**src/rtl/xl_pkg.sv**
```systemverilog
package xl_pkg;
  // Channel indices; the mode value equals the index of the guarded channel.
  localparam int unsigned CH_HOLD = 0;
  localparam int unsigned CH_SLV  = 1;
  localparam int unsigned NUM_CH  = 2;

  typedef enum logic [1:0] {
    LK_IDLE = 2'd0,
    LK_WAIT = 2'd1,
    LK_HELD = 2'd2
  } lock_state_e;
endpackage

```
**src/rtl/xl_rst_sync.sv**
```systemverilog
module xl_rst_sync #(
  parameter int unsigned STAGES = 2
) (
  input  logic clk,
  input  logic rst_n,
  output logic rst_sync_n
);
  logic [STAGES-1:0] sync_q;

  always_ff @(posedge clk or negedge rst_n) begin
    if (!rst_n) sync_q <= '0;
    else        sync_q <= {sync_q[STAGES-2:0], 1'b1};
  end

  assign rst_sync_n = sync_q[STAGES-1];
endmodule

```
**src/rtl/xl_grant_chan.sv**
```systemverilog
module xl_grant_chan (
  input  logic clk,
  input  logic rst_n,
  input  logic req,
  input  logic block,
  output logic gnt
);
  logic gnt_q, gnt_d;

  // A grant already given is kept; a new one needs the channel unblocked.
  always_comb begin
    gnt_d = req & (gnt_q | ~block);
  end

  always_ff @(posedge clk or negedge rst_n) begin
    if (!rst_n) gnt_q <= 1'b0;
    else        gnt_q <= gnt_d;
  end

  assign gnt = gnt_q;
endmodule

```
**src/rtl/xl_lock_fsm.sv**
```systemverilog
module xl_lock_fsm
  import xl_pkg::*;
(
  input  logic clk,
  input  logic rst_n,
  input  logic lock_req,
  input  logic unlock_req,
  input  logic busy,
  output logic accept,
  output logic release_now,
  output logic locked,
  output logic ready
);
  lock_state_e state_q, state_d;
  logic        ready_q;

  always_comb begin
    state_d     = state_q;
    accept      = 1'b0;
    release_now = 1'b0;
    unique case (state_q)
      LK_IDLE: begin
        if (lock_req) begin
          if (busy) begin
            state_d = LK_WAIT;
          end else begin
            state_d = LK_HELD;
            accept  = 1'b1;
          end
        end
      end
      LK_WAIT: begin
        if (!busy) begin
          state_d = LK_HELD;
          accept  = 1'b1;
        end
      end
      LK_HELD: begin
        if (unlock_req) begin
          state_d     = LK_IDLE;
          release_now = 1'b1;
        end
      end
      default: state_d = LK_IDLE;
    endcase
  end

  always_ff @(posedge clk or negedge rst_n) begin
    if (!rst_n) begin
      state_q <= LK_IDLE;
      ready_q <= 1'b0;
    end else begin
      state_q <= state_d;
      ready_q <= accept;
    end
  end

  assign locked = (state_q == LK_HELD);
  assign ready  = ready_q;
endmodule

```
**src/rtl/xl_mode_reg.sv**
```systemverilog
module xl_mode_reg #(
  parameter int unsigned REG_W    = 8,
  parameter int unsigned MODE_BIT = 0
) (
  input  logic             clk,
  input  logic             rst_n,
  input  logic             we,
  input  logic [REG_W-1:0] wdata,
  input  logic             hold_off,
  input  logic             release_now,
  output logic             mode,
  output logic [REG_W-1:0] rdata
);
  logic mode_q, mode_d;
  logic pend_v_q, pend_v_d;
  logic pend_m_q, pend_m_d;
  logic wbit;

  assign wbit = wdata[MODE_BIT];

  always_comb begin
    mode_d   = mode_q;
    pend_v_d = pend_v_q;
    pend_m_d = pend_m_q;
    if (release_now) begin
      if (we)            mode_d = wbit;
      else if (pend_v_q) mode_d = pend_m_q;
      pend_v_d = 1'b0;
    end else if (hold_off) begin
      if (we) begin
        pend_v_d = 1'b1;
        pend_m_d = wbit;
      end
    end else if (we) begin
      mode_d = wbit;
    end
  end

  always_ff @(posedge clk or negedge rst_n) begin
    if (!rst_n) begin
      mode_q   <= 1'b0;
      pend_v_q <= 1'b0;
      pend_m_q <= 1'b0;
    end else begin
      mode_q   <= mode_d;
      pend_v_q <= pend_v_d;
      pend_m_q <= pend_m_d;
    end
  end

  always_comb begin
    rdata           = '0;
    rdata[MODE_BIT] = mode_q;
  end

  assign mode = mode_q;
endmodule

```
**src/rtl/excl_lock_ctrl.sv**
```systemverilog
module excl_lock_ctrl
  import xl_pkg::*;
#(
  parameter int unsigned REG_W       = 8,
  parameter int unsigned MODE_BIT    = 0,
  parameter int unsigned SYNC_STAGES = 2
) (
  input  logic             clk,
  input  logic             rst_n,
  input  logic             lock_req,
  input  logic             unlock_req,
  output logic             lock_ready,
  output logic             locked,
  input  logic             cfg_we,
  input  logic [REG_W-1:0] cfg_wdata,
  output logic [REG_W-1:0] cfg_rdata,
  input  logic             hold_req_n,
  output logic             hold_ack_n,
  input  logic             chip_sel_n,
  output logic             data_done_n
);
  logic              rst_int_n;
  logic              mode;
  logic              accept;
  logic              release_now;
  logic              busy;
  logic [NUM_CH-1:0] ch_req;
  logic [NUM_CH-1:0] ch_block;
  logic [NUM_CH-1:0] ch_gnt;

  xl_rst_sync #(.STAGES(SYNC_STAGES)) u_rst (
    .clk        (clk),
    .rst_n      (rst_n),
    .rst_sync_n (rst_int_n)
  );

  assign ch_req[CH_HOLD] = ~hold_req_n;
  assign ch_req[CH_SLV]  = ~chip_sel_n;

  // Only the guarded channel counts as an in-flight transfer for the lock.
  assign busy = ch_gnt[mode];

  xl_lock_fsm u_fsm (
    .clk         (clk),
    .rst_n       (rst_int_n),
    .lock_req    (lock_req),
    .unlock_req  (unlock_req),
    .busy        (busy),
    .accept      (accept),
    .release_now (release_now),
    .locked      (locked),
    .ready       (lock_ready)
  );

  xl_mode_reg #(.REG_W(REG_W), .MODE_BIT(MODE_BIT)) u_mode (
    .clk         (clk),
    .rst_n       (rst_int_n),
    .we          (cfg_we),
    .wdata       (cfg_wdata),
    .hold_off    (locked | accept),
    .release_now (release_now),
    .mode        (mode),
    .rdata       (cfg_rdata)
  );

  for (genvar k = 0; k < NUM_CH; k++) begin : g_chan
    // The grant edge itself also blocks, so the lock wins a same-cycle race.
    assign ch_block[k] = (mode == k[0]) & (locked | accept);

    xl_grant_chan u_chan (
      .clk   (clk),
      .rst_n (rst_int_n),
      .req   (ch_req[k]),
      .block (ch_block[k]),
      .gnt   (ch_gnt[k])
    );
  end

  assign hold_ack_n  = ~ch_gnt[CH_HOLD];
  assign data_done_n = ~ch_gnt[CH_SLV];
endmodule

```
**config.mk**
```make
export PLATFORM = sky130hd
export DESIGN_NAME = excl_lock_ctrl
export DESIGN_NICKNAME = d
export VERILOG_FILES = /design/src/rtl/xl_pkg.sv /design/src/rtl/xl_rst_sync.sv /design/src/rtl/xl_grant_chan.sv /design/src/rtl/xl_lock_fsm.sv /design/src/rtl/xl_mode_reg.sv /design/src/rtl/excl_lock_ctrl.sv
export SDC_FILE = /design/constraint.sdc
export NUM_CORES = 1
export LEC_CHECK = 0
export BUFFER_PORTS_ARGS = -buffer_cell sky130_fd_sc_hd__buf_2
export CAP_MARGIN = 20
export CORE_AREA = 2 2 39 41
export CTS_BUF_LIST = sky130_fd_sc_hd__clkbuf_8
export DETAILED_ROUTE_END_ITERATION = 16
export DIE_AREA = 0 0 41 43
export GPL_TIMING_DRIVEN = 1
export PLACE_DENSITY = 0.66
export REMOVE_ABC_BUFFERS = 1
export SYNTH_ARGS = -nofsm -noshare
export SYNTH_HDL_FRONTEND = slang
export SYNTH_HIERARCHICAL = 1
export SYNTH_SLANG_ARGS = --single-unit
```
**constraint.sdc**
```tcl
create_clock -name clk -period 1.04 [get_ports clk]
set_clock_uncertainty 0.2 [all_clocks]
set_input_delay 0.104 -clock clk [delete_from_list [all_inputs] [get_ports clk]]
set_output_delay 0.104 -clock clk [all_outputs]
set_load 0.01 [all_outputs]
```
==> Yosys cells after proc, flatten, opt, wreduce, memory -nomap -nowiden <==
Index checks and enable logic that the tools add are counted.
{ "word_totals": {"wordCells": 58, "out_inout_bits": 12, "reg_bits": 10} }
{ "op_classes": {"n_bitwise": 15, "reduce_logical": 8, "n_eq_ne": 6, "order_cmp": 1, "muxes": 20} }
{ "op_table": {"columns": ["op", "count"], "rows": [
  ["two-way mux 1 bit", 14],
  ["AND reduction 3 bit", 3],
  ["two-way mux 2 bit", 4],
  ["inequality test 2 bit (second input constant)", 4],
  ["NOT 1 bit", 8],
  ["one-hot mux 2 bit (3 select lines)", 1],
  ["nonzero test 2 bit", 3],
  ["AND 1 bit", 4],
  ["OR 1 bit", 3],
  ["== test 2 x 1 -> 1 bit (second input constant)", 1],
  ["== test 2 bit (second input constant)", 1],
  ["logical NOT 2 bit", 1],
  ["< comparator 1 x 2 -> 1 bit (second input constant)", 1],
  ["one-hot mux 1 bit (2 select lines)", 1],
  ["AND reduction 2 bit", 1]
]} }

==> Depth between registers and ports, before layout <==
Gate-level depths: netlist of run 1.
{ "depth": {"word_depth": 10, "ltp_mapped": 6, "ltp_nobuf": 6} }

==> Modules after synthesis <==
The synthesis of run 1 kept the hierarchy.
{ "modules_own_cells": {"columns": ["mod", "area_each_um2", "n_inst", "seq_area_each_um2", "cells_per_inst"], "rows": [
  ["xl_mode_reg", 209.0, 1, 75.1, 23],
  ["xl_lock_fsm", 116.4, 1, 75.1, 10],
  ["xl_grant_chan", 36.3, 2, 25.0, 3],
  ["excl_lock_ctrl", 53.8, 1, 0.0, 8],
  ["xl_rst_sync", 53.8, 1, 50.0, 3]
]} }

==> Worst setup path after synthesis of run 1 <==
No wires, ideal clock.
{ "synth_timing": {"path_type": "register -> register", "from": "register u_mode.mode_q, in the netlist u_mode/mode", "to": "register u_mode.pend_m_q", "setup_ns": 0.125, "path_slack_ns": -0.925, "t_arrival_ns": 1.640, "stages_incl_launch_ff": 7, "t_required_ns": 0.715, "n_path_buf": 0, "cell_sequence": "dfrtp_1 -> mux2_4 -> nor3_1 -> or2_1 -> nand2_1 -> nor2_1 -> mux2_2"} }
{ "synth_via": {"elab_chain_cells": 7} }
{ "synth_rtl": {"columns": ["element", "line_no", "rtl"], "rows": [
  ["start: declaration", "xl_mode_reg.sv:14", "logic mode_q, mode_d;"],
  ["start signal: assignment", "xl_mode_reg.sv:45", "mode_q <= mode_d;"],
  ["two-way mux 1 bit (not written as such) (*) (2 in a row)", "excl_lock_ctrl.sv:41", "assign busy = ch_gnt[mode];"],
  ["named net busy", "excl_lock_ctrl.sv:26", "logic busy;"],
  ["two-way mux 1 bit (*)", "xl_lock_fsm.sv:24, xl_lock_fsm.sv:33", null],
  ["two-way mux 1 bit", "xl_lock_fsm.sv:23", "if (lock_req) begin"],
  ["one-hot mux 1 bit (2 select lines) (*)", "xl_lock_fsm.sv:21", "unique case (state_q)"],
  ["named net accept", "excl_lock_ctrl.sv:24", "logic accept;"],
  ["OR 1 bit (*)", "excl_lock_ctrl.sv:60", ".hold_off (locked | accept),"],
  ["AND reduction 3 bit (no source line) (*)", null, null],
  ["end signal: assignment", "xl_mode_reg.sv:47", "pend_m_q <= pend_m_d;"],
  ["end: declaration", "xl_mode_reg.sv:16", "logic pend_m_q, pend_m_d;"]
]} }
Mark *: on every way through the listed nets, which the timed path passes. The rest lies on a longest branch. The select of a mux whose other input is x is not followed.
A chain may end at the register's enable or synchronous reset.

==> Final worst setup path of run 1 <==
Same ends and word-level chain as after synthesis.

==> impl_results.md, run 1 <==
* Violated checks: hold timing, setup timing
* Startpoint Class: register
* Worst hold slack at -0.0719 ns
* RSZ-0062 raised after global routing: yes
* Initial antenna violation count at 0
* Initial Util at 36.5%
* Post-route cell area at 838 um^2
* Top Ports at 27
* Area delta synth->final at 65.8%
* Tmin final at 1.78 ns
* Dominant cells by area after synthesis: dfrtp_1 50%, buf_4 12%, inv_1 4.5%
* Placer congestion estimate at 0.682
* Number of port buffers at 12
* CTS clk-pin slew, worst paths at ~0.040 ns
* Final hold vios at 11
* Final setup fails at 12
* Via count at 411
* Crit path max-delay cell type: dfrtp_1
* WL final at 1030 um
* Num rows at 14
* Clock Path Buffers at 2
* # DRC at 0
* Synthesized cell area at 505 um^2
* Final WS setup at -0.737 ns
* Crit share post-route at 171%
* Count of cell types in the netlist at 22
* Vias/cell at around 4.2
* Commonest cells in the netlist: 10 x dfrtp_1, 8 x buf_4, 6 x inv_1
* Remaining Overflow, GRT at 0
* Worst min path class: reg -> async
* Synth warnings at 6
* Worst Setup End Kind: register
* Num CTS Buffers at 3
* Critical path peak fanout at 2
* Most common cell on crit path: mux2_4
* Clk Tree Root Cell: clkbuf_8
* Final antenna-violating net count at 0
* Global-route wire length before repair at 1610 um
* Leak at 0.000438 uW
* Leading area contributor after synthesis: dfrtp_1
* Final TNS setup at -4.40 ns
* Maximum clock rate at 563 MHz
* Share of layout cells above drive strength 1 at 54.3%
* Drt initial violations at 0
* Power density of the placed cells at 2660 nW/um^2
* Avg Synthesized Cell Area at 10.1 um^2
* Clk_lat worst skew at 0.22 ns
* DP Area at roughly 620 um^2
* EDFF count, synth at 0
* # nets final at 98
* Vias in the first global route at 419
* Seq/Total Area, Yosys at 49.5%
* CTS tree: built
* Die H at ~43 um
* Largest net degree at the start of global routing at 9
* CP required at 0.95 ns
* Commonest register cell after synthesis: dfrtp_1
* Power Total at approximately 2200 uW
* CTS Hold Bufs at 4
* #FFs+latches synth at 10
* Synth top area share at 49.5%
* 1st-pass router iterations at 1
* Diode count at 0
* Peak VDD IR at 1.23 mV
* Global Route Usage Sum at 13.9%
* Slowest cell delay on critical path at 0.38 ns
* Slew Limit Fails at 0
* DIE WIDTH at 41 um
* Max Cap Viol at 0
* Outcome: finished, violations left
* Die area at between 1500 and 2000 um^2
* # clock sinks at 10
* CORE AREA at 1380 um^2
* CP Data Arrival Time at 1.68 ns
* Drt wl/cell at 10.6 um
* Ys async rst share at 100%
* CP Cell Sequence: mux2_4 -> nor3_4 -> or2_1 -> nand2_1 -> nor2_2 -> mux2_4
* DP Wirelength at 728 um
* Mapped Cells at 50
* Depth of the CTS H-tree at 1
* Crit Path Category: reg -> reg
* Most numerous cell in the Yosys netlist: dfrtp_1
## per-layer routing
| metal | GRT usage [%] | wire [um] | part of all wire, % |
|---|---|---|---|
| met5 | 0 | 0 | 0 |
| met4 | 6.00 | 0 | 0 |
| met3 | 3.14 | 43 | 4.2 |
| met2 | 24.1 | 592 | 57 |
| met1 | 14.9 | 396 | 38 |
## path summary, 6_finish.rpt
| check | end | depth (start not counted) | from | slack [ns] |
|---|---|---|---|---|
| hold / removal | u_mode/mode | 0 | u_rst/sync_q[1] | -0.07 |
| max in group asynchronous | u_rst/sync_q[0] | 3 | rst_n | 0.02 |
| setup reg to reg | u_mode/pend_m_q | 6 | u_mode/mode | -0.74 |
| setup / recovery | u_mode/pend_m_q | 6 | u_mode/mode | -0.74 |
| hold reg to reg | u_mode/mode | 0 | u_rst/sync_q[1] | -0.07 |
| min in group clk | u_mode/pend_m_q | 2 | cfg_wdata[0] | -0.06 |
## cell type report
| type | count | area, um^2 |
|---|---|---|
| Sequential cell | 10 | 251 |
| Inverter | 7 | 28.8 |
| Clock buffer | 3 | 41.3 |
| Timing Repair Buffer | 30 | 255 |
| Multi-Input combinational cell | 31 | 241 |
| Tap cell | 16 | 20.0 |
| Fill cell | 110 | 546 |
## worst max-delay path, delay by kind of cell (launching register included)
| kind | cells | cell delay [ns] |
|---|---|---|
| flops | 1 | 0.38 |
| mux | 2 | 0.63 |
| simple gates | 4 | 0.44 |
## timing repair
item,in CTS,in global routing
hold endpoints to repair,16,11
resized for setup,19,8
buffers inserted,35,3
pin swaps,5,3
endpoints found under the setup margin,12,13
## state kept, by name (all words and copies together) (netlist names)
| name | flops |
|---|---|
| u_mode/mode | 1 |
| g_chan.u_chan/gnt | 2 |
| u_rst/sync_q | 2 |
| u_mode/pend_v_q | 1 |
| u_mode/pend_m_q | 1 |
| u_fsm/state_q | 2 |
| u_fsm/ready | 1 |
## cells in the final DEF (no fill, tap or decap), types with 2 or more instances in the layout
cell           netlist  final
inv_1                6      4
nand2b_4             0      2
buf_2                0      7
nor2_2               0      2
buf_4                8      9
buf_6                0     10
clkbuf_8             0      3
inv_2                1      2
dlygate4sd3_1        0      4
conb_1               2      8
dfrtp_1             10      9
mux2_4               1      2
## per-stage QoR
step	utilization [%]	setup slack [ns]	hold WS (ns)	std cells
6_report	60.6	-0.737	-0.0719	97
5_1_grt	60.6	-0.813	-0.0719	97
4_1_cts	60.0	-0.719	-0.0755	99
3_5_place_dp	45.0	-0.869	-0.307	86
3_3_place_gp	45.0	-0.812	-0.310	86
2_1_floorplan	-	-0.968	-0.392	48
## power by group
| group | total [uW] | switching, uW | internal [uW] |
|---|---|---|---|
| registers | 637 | 113 | 525 |
| clock network | 370 | 119 | 251 |
| logic | 1220 | 467 | 752 |
| total | 2230 | 699 | 1530 |
## cells by family after synthesis
kind of cell    after synthesis  synth area share, %
buf+inv                      15                 17.1
simple gates                 11                 11.6
flops                        10                 49.5
compound gates                9                 13.1
mux                           3                 7.18
other cells                   2                 1.49
No activity file was read; power rests on OpenSTA's default activity.
==> inputs of run 2 (changes only) <==
Settings changed: PLACE_DENSITY 0.66 to 0.75.
==> run 2 against run 1 <==
  * The flow still finishes with violations (hold timing, setup timing)
  * Via count grew 5.4%
  * Total power up 9.5%
  * Worst setup slack worse by 0.038 ns
  * First-iteration DRC count rose by 2
  * Routed wire length rose by 10%
  * Critical path type unchanged
  * Largest power group unchanged
  * Highest routed layer is now met4
==> impl_results.md, run 2 (same netlist as run 1, synthesis figures left out) <==
* Register area at 251 um^2 (unchanged)
* Outcome: finished, violations left (unchanged)
* CORE AREA at 1380 um^2 (unchanged)
* Fillers at 116 (was 110)
* Global Route Usage Sum at 14.0% (was 13.9%)
* Die H at 43 um (unchanged)
* Crit path max-delay cell type: dfrtp_1 (unchanged)
* Worst hold slack at -0.0770 ns (was -0.0719 ns)
* Die area at 1760 um^2 (unchanged)
* 1st-pass router iterations at 5 (was 1)
* Area delta synth->final at 70.8% (was 65.8%)
* DP Wirelength at 682 um (was 728 um)
* Final setup fails at 12 (unchanged)
* Post-route cell area at 863 um^2 (was 838 um^2)
* Multi-input logic area at 243 um^2 (was 241 um^2)
* Worst min path class: in -> reg (was reg -> async)
* Placed cell count at 84 (was 86)
* Power Total at 2440 uW (was 2230 uW)
* Layout Cells excl Fill at 98 (was 97)
* Crit Path Category: reg -> reg (unchanged)
* Worst Setup End Kind: register (unchanged)
* Num rows at 14 (unchanged)
* Remaining Overflow, GRT at 0 (unchanged)
* Drt initial violations at 2 (was 0)
* Commonest non-fill, non-tap cell in the layout: buf_6 (unchanged)
* Largest net degree at the start of global routing at 9 (unchanged)
* DP Area at 608 um^2 (was 623 um^2)
* Num CTS Buffers at 3 (unchanged)
* Most frequent cells in the layout: 12 x buf_6, 9 x dfrtp_1, 8 x conb_1 (was 10 x buf_6, 9 x dfrtp_1, 9 x buf_4)
* Slowest cell delay on critical path at 0.39 ns (was 0.38 ns)
* CTS clk-pin slew, worst paths at 0.05 ns (was 0.04 ns)
* Initial antenna violation count at 0 (unchanged)
* Crit share post-route at 175% (was 171%)
* CP delay by family, top: flip-flops (was multiplexers)
* CTS Hold Bufs at 5 (was 4)
* Share of layout cells above drive strength 1 at 52.4% (was 54.3%)
* Clk_lat worst skew at 0.23 ns (was 0.22 ns)
* Number of port buffers at 12 (unchanged)
* Depth of the CTS H-tree at 1 (unchanged)
* CTS tree: built (unchanged)
* Leak at 0.000449 uW (was 0.000438 uW)
* Clk Tree Root Cell: clkbuf_8 (unchanged)
* CP Data Arrival Time at 1.71 ns (was 1.68 ns)
* Clock Path Buffers at 2 (unchanged)
* DIE WIDTH at 41 um (unchanged)
* Slew Limit Fails at 0 (unchanged)
* Placer congestion estimate at 0.726 (was 0.682)
* Critical path peak fanout at 2 (unchanged)
* # DRC at 0 (unchanged)
* Power density of the placed cells at 2830 nW/um^2 (was 2660 nW/um^2)
* Tmin final at 1.82 ns (was 1.78 ns)
* Top Ports at 27 (unchanged)
* Final WS setup at -0.775 ns (was -0.737 ns)
* Max Cap Viol at 0 (unchanged)
* WL final at 1140 um (was 1030 um)
* Vias/cell at 4.42 (was 4.24)
* Drt wl/cell at 11.6 um (was 10.6 um)
* Via count at 433 (was 411)
* Maximum clock rate at 551 MHz (was 563 MHz)
* CP Cell Sequence: mux2_4 -> nor3_4 -> or2_1 -> buf_4 -> buf_6 -> nand2b_4 -> a21oi_2 -> a31oi_1 (was mux2_4 -> nor3_4 -> or2_1 -> nand2_1 -> nor2_2 -> mux2_4)
* Startpoint Class: register (unchanged)
* RSZ-0062 raised after global routing: yes (unchanged)
* Final antenna-violating net count at 0 (unchanged)
* Peak VDD IR at 1.42 mV (was 1.23 mV)
* Reg2Reg Setup Slack at -0.78 ns (was -0.74 ns)
* Violated checks: hold timing, setup timing (unchanged)
* # nets final at 98 (unchanged)
* # clock sinks at 10 (unchanged)
* Final hold vios at 10 (was 11)
* Diode count at 0 (unchanged)
* Vias in the first global route at 419 (unchanged)
* Initial Util at 36.5% (unchanged)
* Worst path buffer plus inverter count at 2 (was 0)
* Global-route wire length before repair at 1630 um (was 1610 um)
* CP required at 0.94 ns (was 0.95 ns)
-- run 2: worst paths after layout --
path | from | to | cells past startpoint
worst min-delay path | cfg_wdata[0] | u_mode/pend_m_q | 2
worst max-delay path | u_mode/mode | u_mode/mode | 8
max in group asynchronous | rst_n | u_rst/sync_q[1] | 2
min in group asynchronous | u_rst/sync_q[1] | u_mode/pend_m_q | 0
worst min register to register | u_rst/sync_q[1] | u_mode/pend_m_q | 0
worst max register to register | u_mode/mode | u_mode/mode | 8
-- run 2: per-stage QoR --
stage | TNS, ns | utilization, % | setup WS (ns) | hold WS (ns)
floorplan | -4.10 | - | -0.968 | -0.392
global placement | -3.80 | 43.9 | -0.782 | -0.311
detailed placement | -4.18 | 43.9 | -0.822 | -0.308
CTS | -4.47 | 58.1 | -0.711 | -0.0824
global route | -5.76 | 62.4 | -0.827 | -0.0779
finish | -5.29 | 62.4 | -0.775 | -0.0770
-- run 2: worst reg2reg max path, cell delays in order, from the launching register on --
cell      delay [ns]
dfrtp_1         0.39
mux2_4          0.33
nor3_4          0.13
or2_1           0.16
buf_4           0.12
buf_6           0.09
nand2b_4        0.06
a21oi_2         0.14
a31oi_1         0.06
-- run 2: cell type report --
cell class / instances / share of cell area (%)
Clock buffer: 4 / 6.38
Inverter: 7 / 3.33
Multi-Input combinational cell: 31 / 28.1
Sequential cell: 10 / 29.1
Tap cell: 16 / 2.32
Timing Repair Buffer: 30 / 30.7
-- run 2: what timing repair did --
item | 4_1_cts | 5_1_grt
resized for setup | 16 | 11
buffers inserted | 4 | 4
endpoints found under the setup margin | 12 | 15
hold endpoints to repair | 15 | 10
pin swaps | 3 | 3
-- run 2: report_power, final --
part	switching, uW	internal, uW	total (uW)
Combinational	513	817	1330
Clock	143	332	475
Sequential	111	524	635
Total	767	1670	2440
-- run 2: per-layer routing --
metal / track usage, % / routed length, um / vias up
met5: 0 / 0 / -
met4: 2.00 / 16 / 0
met3: 7.85 / 84 / 2
met2: 24.7 / 630 / 17
met1: 13.6 / 407 / 207
li1: - / - / 207
